==> src/rtl/spi_wm_pkg.sv <==
package spi_wm_pkg;
  localparam int MAX_W  = 24;
  localparam int BYTE_W = 8;
  localparam int CNT_W  = $clog2(MAX_W + 1);
  localparam int NB_W   = $clog2(MAX_W / BYTE_W + 1);

  typedef enum logic [1:0] {
    WM_8   = 2'd0,
    WM_16  = 2'd1,
    WM_24  = 2'd2,
    WM_24X = 2'd3
  } wmode_e;

  // bits per word for a mode code
  function automatic logic [CNT_W-1:0] word_len(input wmode_e m);
    case (m)
      WM_8:    return CNT_W'(8);
      WM_16:   return CNT_W'(16);
      default: return CNT_W'(24);
    endcase
  endfunction

  // bytes per word for a mode code
  function automatic logic [NB_W-1:0] byte_count(input wmode_e m);
    return NB_W'(word_len(m) / CNT_W'(BYTE_W));
  endfunction

  // top bit of an L-bit word held in the low bits
  function automatic logic msb_pick(input logic [MAX_W-1:0] w,
                                    input logic [CNT_W-1:0] len);
    return w[len - 1'b1];
  endfunction

  // move an L-bit word to the top of the register
  function automatic logic [MAX_W-1:0] left_align(input logic [MAX_W-1:0] w,
                                                  input logic [CNT_W-1:0] len);
    return w << (CNT_W'(MAX_W) - len);
  endfunction
endpackage

==> src/rtl/spi_wm_sync.sv <==
module spi_wm_sync #(
  parameter int N = 1,
  parameter int STAGES = 2,
  parameter logic [N-1:0] RST_VAL = '0
) (
  input  logic         clk,
  input  logic         rst_n,
  input  logic [N-1:0] d,
  output logic [N-1:0] q,
  output logic [N-1:0] q_prev
);
  logic [STAGES:0][N-1:0] chain;

  always_ff @(posedge clk or negedge rst_n) begin
    if (!rst_n) begin
      chain <= {(STAGES+1){RST_VAL}};
    end else begin
      chain[0] <= d;
      for (int i = 1; i <= STAGES; i++) chain[i] <= chain[i-1];
    end
  end

  assign q      = chain[STAGES-1];
  assign q_prev = chain[STAGES];
endmodule

==> src/rtl/spi_wm_txhold.sv <==
module spi_wm_txhold #(
  parameter int W = 24
) (
  input  logic         clk,
  input  logic         rst_n,
  input  logic         wr,
  input  logic [W-1:0] wdata,
  input  logic         take,
  output logic [W-1:0] word,
  output logic         empty,
  output logic         underrun
);
  logic         full;
  logic [W-1:0] hold;
  logic [W-1:0] last;

  // a starved start reuses the previous word
  assign word  = full ? hold : last;
  assign empty = ~full;

  always_ff @(posedge clk or negedge rst_n) begin
    if (!rst_n) begin
      full     <= 1'b0;
      hold     <= '0;
      last     <= '0;
      underrun <= 1'b0;
    end else begin
      if (take) last <= word;
      if (wr) begin
        hold     <= wdata;
        full     <= 1'b1;
        underrun <= 1'b0;
      end else if (take) begin
        full <= 1'b0;
        if (!full) underrun <= 1'b1;
      end
    end
  end
endmodule

==> src/rtl/spi_wm_rxemit.sv <==
module spi_wm_rxemit #(
  parameter int W   = 24,
  parameter int BW  = 8,
  parameter int NBW = 2
) (
  input  logic           clk,
  input  logic           rst_n,
  input  logic           load,
  input  logic [W-1:0]   word,
  input  logic [NBW-1:0] nbytes,
  output logic [BW-1:0]  byte_o,
  output logic           valid,
  output logic           last
);
  logic [W-1:0]   sh;
  logic [NBW-1:0] left;

  always_ff @(posedge clk or negedge rst_n) begin
    if (!rst_n) begin
      sh   <= '0;
      left <= '0;
    end else if (load) begin
      sh   <= word;
      left <= nbytes;
    end else if (left != '0) begin
      sh   <= sh << BW;
      left <= left - 1'b1;
    end
  end

  assign valid  = (left != '0);
  assign last   = (left == NBW'(1));
  assign byte_o = sh[W-1 -: BW];
endmodule

==> src/rtl/spi_wm_slave.sv <==
module spi_wm_slave
  import spi_wm_pkg::*;
#(
  parameter int SYNC_STAGES = 2
) (
  input  logic              clk,
  input  logic              rst_n,
  input  logic              sclk,
  input  logic              ss_n,
  input  logic              mosi,
  output logic              miso,
  output logic              miso_oe,
  input  logic [1:0]        word_mode,
  input  logic [MAX_W-1:0]  tx_data,
  input  logic              tx_wr,
  output logic              tx_empty,
  output logic              tx_underrun,
  output logic [BYTE_W-1:0] rx_byte,
  output logic              rx_valid,
  output logic              rx_last,
  output logic              irq_rx,
  output logic              irq_tx,
  output logic              irq_berr
);
  // synchronized pins: {mosi, sclk, ss_n}
  logic [2:0] syn, syn_d;
  logic       unused_mosi_d;

  spi_wm_sync #(.N(3), .STAGES(SYNC_STAGES), .RST_VAL(3'b001)) u_sync (
    .clk(clk), .rst_n(rst_n), .d({mosi, sclk, ss_n}), .q(syn), .q_prev(syn_d)
  );
  assign unused_mosi_d = syn_d[2];

  // named events
  logic mosi_q, sel_q, sel_qd;
  logic sel_start, sel_end, sck_rise, sck_fall;
  logic word_done, take, berr_evt;

  assign mosi_q    = syn[2];
  assign sel_q     = ~syn[0];
  assign sel_qd    = ~syn_d[0];
  assign sel_start = sel_q & ~sel_qd;
  assign sel_end   = ~sel_q & sel_qd;
  assign sck_rise  = sel_q & syn[1] & ~syn_d[1];
  assign sck_fall  = sel_q & ~syn[1] & syn_d[1];

  wmode_e             mode_q;
  logic [CNT_W-1:0]   len, bitcnt;
  logic [MAX_W-1:0]   tx_sh, rx_sh, rx_word, tx_word;
  logic               reload_pend, oe_q, irq_rx_q, irq_berr_q;

  assign len       = word_len(mode_q);
  assign word_done = sck_rise && (bitcnt == len - 1'b1);
  assign take      = sel_start | (sck_fall & reload_pend);
  assign berr_evt  = sel_end && (bitcnt != '0);
  assign rx_word   = {rx_sh[MAX_W-2:0], mosi_q};

  spi_wm_txhold #(.W(MAX_W)) u_txhold (
    .clk(clk), .rst_n(rst_n), .wr(tx_wr), .wdata(tx_data), .take(take),
    .word(tx_word), .empty(tx_empty), .underrun(tx_underrun)
  );

  always_ff @(posedge clk or negedge rst_n) begin
    if (!rst_n) begin
      mode_q      <= WM_8;
      bitcnt      <= '0;
      tx_sh       <= '0;
      rx_sh       <= '0;
      reload_pend <= 1'b0;
      oe_q        <= 1'b0;
      irq_rx_q    <= 1'b0;
      irq_berr_q  <= 1'b0;
    end else begin
      oe_q       <= sel_q;
      irq_rx_q   <= word_done;
      irq_berr_q <= berr_evt;
      if (sel_start) begin
        mode_q      <= wmode_e'(word_mode);
        bitcnt      <= '0;
        reload_pend <= 1'b0;
        tx_sh       <= tx_word;
      end else if (sel_end) begin
        bitcnt      <= '0;
        reload_pend <= 1'b0;
      end else begin
        if (sck_rise) begin
          rx_sh <= rx_word;
          if (word_done) begin
            bitcnt      <= '0;
            reload_pend <= 1'b1;
          end else begin
            bitcnt <= bitcnt + 1'b1;
          end
        end
        if (sck_fall) begin
          if (reload_pend) begin
            tx_sh       <= tx_word;
            reload_pend <= 1'b0;
          end else begin
            tx_sh <= tx_sh << 1;
          end
        end
      end
    end
  end

  spi_wm_rxemit #(.W(MAX_W), .BW(BYTE_W), .NBW(NB_W)) u_rxemit (
    .clk(clk), .rst_n(rst_n), .load(word_done),
    .word(left_align(rx_word, len)), .nbytes(byte_count(mode_q)),
    .byte_o(rx_byte), .valid(rx_valid), .last(rx_last)
  );

  assign miso     = oe_q & msb_pick(tx_sh, len);
  assign miso_oe  = oe_q;
  assign irq_rx   = irq_rx_q;
  assign irq_berr = irq_berr_q;
  assign irq_tx   = tx_empty;
endmodule

==> config.mk <==
export PLATFORM = sky130hd
export DESIGN_NAME = spi_wm_slave
export DESIGN_NICKNAME = d
export VERILOG_FILES = /design/src/rtl/spi_wm_pkg.sv /design/src/rtl/spi_wm_sync.sv /design/src/rtl/spi_wm_txhold.sv /design/src/rtl/spi_wm_rxemit.sv /design/src/rtl/spi_wm_slave.sv
export SDC_FILE = /design/constraint.sdc
export NUM_CORES = 1
export LEC_CHECK = 0
export BUFFER_PORTS_ARGS = -buffer_cell sky130_fd_sc_hd__buf_2
export CAP_MARGIN = 5
export CORE_MARGIN = 2
export CORE_UTILIZATION = 48
export CTS_CLUSTER_DIAMETER = 200
export DETAILED_ROUTE_END_ITERATION = 16
export PLACE_DENSITY = 0.66
export SYNTH_ARGS = -nofsm -noshare
export SYNTH_HDL_FRONTEND = slang
export SYNTH_HIERARCHICAL = 1
export SYNTH_SLANG_ARGS = --single-unit
export TNS_END_PERCENT = 100
==> constraint.sdc <==
create_clock -name clk -period 1.9 [get_ports clk]
set_clock_uncertainty 0.2 [all_clocks]
set_input_delay 0.19 -clock clk [delete_from_list [all_inputs] [get_ports clk]]
set_output_delay 0.19 -clock clk [all_outputs]
set_load 0.01 [all_outputs]
* After elaboration in Yosys (flattened, before gate mapping)
Cells that the tools add are included.
** Word-level totals
- Memories kept :: 0
- Input bits :: 32
- Memory bits (writable) :: 0
- ROM bits :: 0
- Logic and storage cells :: 83
- Flip-flop bits (word level) :: 142
- Output and inout bits :: 17
- Bits in latches :: 0
** Operators by class
- Add/subtract/negate cells :: 4
- Div/mod/pow operators :: 0
- Shift operators :: 1
- Magnitude comparators :: 1
- Multipliers :: 0
- Multiplexer cells :: 27
- Equal/unequal tests :: 5
- Reductions and logical operators :: 12
- Bitwise logic cells :: 16
** Operators with widths (count)
- $mux W24 :: 7
- $shl A24 B5 Y24 :: 1
- $mux W5 :: 4
- $mux W1 :: 12
- $pmux W5 S2 :: 1
- $and A1 B1 Y1 :: 8
- $reduce_bool A2 Y1 :: 4
- $not A1 Y1 :: 7
- $lt A5 B6 Y1 const B :: 1
- $add A5 B1 Y5 const B :: 1
- $bmux W1 S5 :: 1
- $eq A5 B5 Y1 :: 1
- $reduce_bool A5 Y1 :: 1
- $sub A5 B1 Y5 const B :: 1
- $sub A5 B5 Y5 const A :: 1
- $eq A2 B1 Y1 const B :: 2
- $mux W2 :: 2
- $ne A2 B2 Y1 const B :: 2
- $reduce_and A2 Y1 :: 2
- $reduce_and A3 Y1 :: 1
- $reduce_bool A3 Y1 :: 1
- $logic_and A1 B1 Y1 :: 2
- $logic_not A2 Y1 :: 1
- $sub A2 B1 Y2 const B :: 1
- $or A1 B1 Y1 :: 1

* Depth between registers and ports, before layout
- Depth in word-level cells :: 11
- Gate-level depth with buffers :: 9
- Gate-level depth less buffers :: 6

* Hierarchy
The synthesis kept the hierarchy.
** By module, submodules not included
- spi_wm_slave :: seq. area each 1451.4 um2, area an instance 2991.6 um2, cells each 261, times used 1
- spi_wm_txhold :: seq. area each 1251.2 um2, area an instance 2237.1 um2, cells each 136, times used 1
- spi_wm_rxemit :: seq. area each 650.6 um2, area an instance 1258.7 um2, cells each 127, times used 1
- spi_wm_sync :: seq. area each 229.0 um2, area an instance 274.0 um2, cells each 15, times used 1

* Worst setup path before layout
Ideal clock, no wire load.
- Path kind :: reg2reg
- From :: register u_sync.chain (netlist bit u_sync/q[0])
- To :: register u_txhold.last[10]
- Path buffers :: 2
- Setup time :: 0.125 ns
- Period minus slack after synthesis :: 2.072 ns
- Data required time :: 1.575 ns
- Cell stages (with the launch flop) :: 8
- Path slack :: -0.172 ns
- Arrival :: 1.747 ns
- Cell sequence :: dfstp_2 > buf_4 > inv_1 > ha_1 > a21o_1 > nand2_4 > buf_6 > mux2_4
** Between the ends
- Elaborated cells between the ends (all ways) :: 6
- Classes of those cells :: bitwise (6)
** RTL lines
- start: declaration :: RTL line spi_wm_sync.sv:12 : logic [STAGES:0][N-1:0] chain;
- start signal: assignment :: RTL line spi_wm_sync.sv:16 : chain <= {(STAGES+1){RST_VAL}};
- $not A1 Y1 :: RTL line spi_wm_slave.sv:40 : assign sel_q = ~syn[0];
- net sel_q :: RTL line spi_wm_slave.sv:35 : logic mosi_q, sel_q, sel_qd;
- $and A1 B1 Y1 :: RTL line spi_wm_slave.sv:42 : assign sel_start = sel_q & ~sel_qd;
- net sel_start :: RTL line spi_wm_slave.sv:36 : logic sel_start, sel_end, sck_rise, sck_fall;
- $or A1 B1 Y1 :: RTL line spi_wm_slave.sv:54 : assign take = sel_start | (sck_fall & reload_pend);
- net take :: RTL line spi_wm_slave.sv:37 : logic word_done, take, berr_evt;
- end signal: assignment :: RTL line spi_wm_txhold.sv:28 : if (take) last <= word;
- end: declaration :: RTL line spi_wm_txhold.sv:15 : logic [W-1:0] last;
The timed path passes the listed nets, and every way through them passes these cells.
A chain may end at the register's enable or synchronous reset.

* Final worst setup path
- From :: register u_sync.chain (netlist bit u_sync/q[0])
- To :: register rx_sh[19]
** Between the ends
- Word-level cells in the longest chain between the ends :: 4
- Elaborated cells between the ends (all ways) :: 8
- Classes of those cells :: bitwise (7); reduce/logical (1)
** Ends and longest elaborated chain
- $not A1 Y1 * :: RTL line spi_wm_slave.sv:40
- net sel_q :: RTL line spi_wm_slave.sv:35
- $and A1 B1 Y1, on equally long branches :: RTL line spi_wm_slave.sv:44, spi_wm_slave.sv:42
- $and A1 B1 Y1 / $not A1 Y1 (equally long branches)
- $reduce_and A3 Y1 (no source line) *
- end signal: assignment :: RTL line spi_wm_slave.sv:87 : rx_sh <= rx_word;
- end: declaration :: RTL line spi_wm_slave.sv:49 : logic [MAX_W-1:0] tx_sh, rx_sh, rx_word, tx_word;
Mark *: on every way through the listed nets, which the timed path passes. The rest lies on a longest branch.

==> impl_metrics.toml <==
[worst_hold_path]
hp-class = "input port to asynchronous set/reset pin"

[pwr]
p_per_area_mw_per_mm2 = 1060
power.leakage_nw = 4.05
max-vdd-ir-drop_mv = 0.594

[logic_synthesis]
syn_nets = 575
syn_avg_cell_area_um2 = 12.5
yosysWarnings = 6
netlist_area_mm2 = 0.00673
syn_inst = 537

[layout]
n_fill_cell = 1089
multi_input_area_mm2 = 0.00286
syn_to_final_growth_pct = 26.5
fin_util_pct = 61.8
fin_cells = 827
diodes = 0
drive_gt1_share_pct = 37.2
nets = 672
regArea_mm2 = 0.00356

[status]
violations = "setup timing"
outcome = "finished with violations"

[die]
num_rows = 43
chipWidth_um = 122
start_util_pct = 48.9
num_io_pins = 49
die_h_um = 122
core_mm2 = 0.0138
dieArea_mm2 = 0.0150

[routing]
drc_errors = 0
drt-initial-drc-count = 274
wirelength_mm = 14.4
ant_nets = 0
vias = 4331
first_pass_iters = 4
via_per_inst = 5.24
avgRoutedWirePerCell_um = 17.4

[sta]
tightest_slew_ns = 0.568
fmax_mhz = 525
slew_violations = 0
fin_ws_ns = -0.00479
finalSetupViolations = 1
finalHoldViolCount = 0
rsz0062_at_grt = "true"
period_share_pct = 100
maxSlewHeadroom_pct = 62.1
fin_crit_ns = 1.90

[global_routing]
grt_antenna_before_repair = 0
grt_pass1_wl_mm = 21.7
grt_pass1_vias = 4398
grt_usage_pct = 18.8
grt-ovfl-total = 0
grt_max_degree = 55

[cts]
ctsLongestPathBuffers = 2
clock-sinks = 142
cts_tree = "yes"
cts_buffers = 17
cts_htree_levels = 4
cts-root-buf = "clkbuf_16"
clk_latency_ns = 0.43
cts.clk_slew.worst_paths_ns = 0.05

[place]
post-place-ws_ns = 0.00484
globalplace.congestion = 0.766
port-buffer-count = 48
place_hpwl_mm = 8.02
numPlacedInstances = 744

[critical_path]
worstPathRequired_ns = 2.00
crit_path_end_kind = "register"
cp-start-kind = "register"
worstSetupPathType = "register to register"
worstPathArrival_ns = 2.01
crit_fanout = 7

[job]
drv_cap = 0
critical path, cell delays in order, from the launching register on:
cell	delay [ns]
dfstp_2	0.58
inv_4	0.05
ha_4	0.26
and2_4	0.20
clkbuf_16	0.18
mux2_4	0.30
metrics by stage:
stage / power (W) / hold WS, ns / instance area [µm²] / setup TNS [ns]
after global routing: 0.00947 / 0.130 / 8510 / -1.94
after detailed placement: 0.00534 / -0.0211 / 7190 / 0
after global placement: 0.00525 / -0.0256 / 7190 / 0
after CTS: 0.00894 / 0.0922 / 8140 / -0.00232
final: 0.00905 / 0.0748 / 8510 / -0.00479
after floorplan: 0.00492 / -0.306 / 6760 / -0.577
registers in the layout (all words and copies together) (netlist names), 3 cells and up:
signal / flops
rx_sh: 23
u_txhold/hold: 24
u_rxemit/sh: 24
u_sync/chain: 3
u_sync/q: 3
tx_sh: 24
bitcnt: 5
u_txhold/last: 24
layout by cell type, fill, tap and decap left out, types with 2 or more instances in the layout:
cell             n
dfrtp_1        138
nand2_1         70
mux2_2          53
mux2i_1         49
buf_2           47
mux2_4          44
o21ai_0         41
dlygate4sd3_1   30
clkbuf_16       24
buf_4           22
o21ai_1         21
buf_12          13
inv_1           11
and2_1           9
a22o_1           9
clkbuf_1         5
ha_1             4
clkinv_2         4
buf_6            4
nor2_1           3
xor2_1           3
bufinv_16        3
clkbuf_8         3
dfstp_2          3
nor2_2           2
nand3_1          2
ha_4             2
nor2b_1          2
layout make-up:
cell class,count,share of cell area [%]
clock buffer,25,5.70
sequential,142,41.8
tap,180,2.65
clock inverter,7,1.29
multi-input combinational,335,33.5
inverter,13,0.602
timing repair buffer,125,14.4
path summary, 6_finish.rpt:
check | slack [ns] | from | end | cells past startpoint
max in group asynchronous | 0.81 | rst_n | u_sync/chain[0] | 3
max | -0.005 | u_sync/q[0] | rx_sh[19] | 5
min in group clk | 0.10 | tx_wr | u_txhold/underrun | 2
min reg2reg | 0.15 | u_sync/chain[1] | u_sync/q[1] | 0
min | 0.07 | rst_n | u_sync/chain[2] | 2
max reg2reg | -0.005 | u_sync/q[0] | rx_sh[19] | 5
layer usage:
layer | global-route usage [%] | part of all wire (%)
met1 | 25.2 | 46
met2 | 29.4 | 48
met3 | 4.60 | 4.4
met4 | 7.76 | 1.5
met5 | 0 | 0
what timing repair did:
action                                  CTS  global route
cloned                                    1            10
pin swaps                                 0             8
gates resized for setup                   8            25
hold endpoints to repair                170             0
hold buffers                             30             0
endpoints found under the setup margin    4            83
buffers inserted                          0            10
where the power goes:
group	internal, W	total, W	switching, W
Sequential	0.00346	0.00381	0.000350
Clock	0.00216	0.00339	0.00123
Combinational	0.00106	0.00186	0.000792
Total	0.00668	0.00905	0.00237
Power figures use the tool's default switching activity.
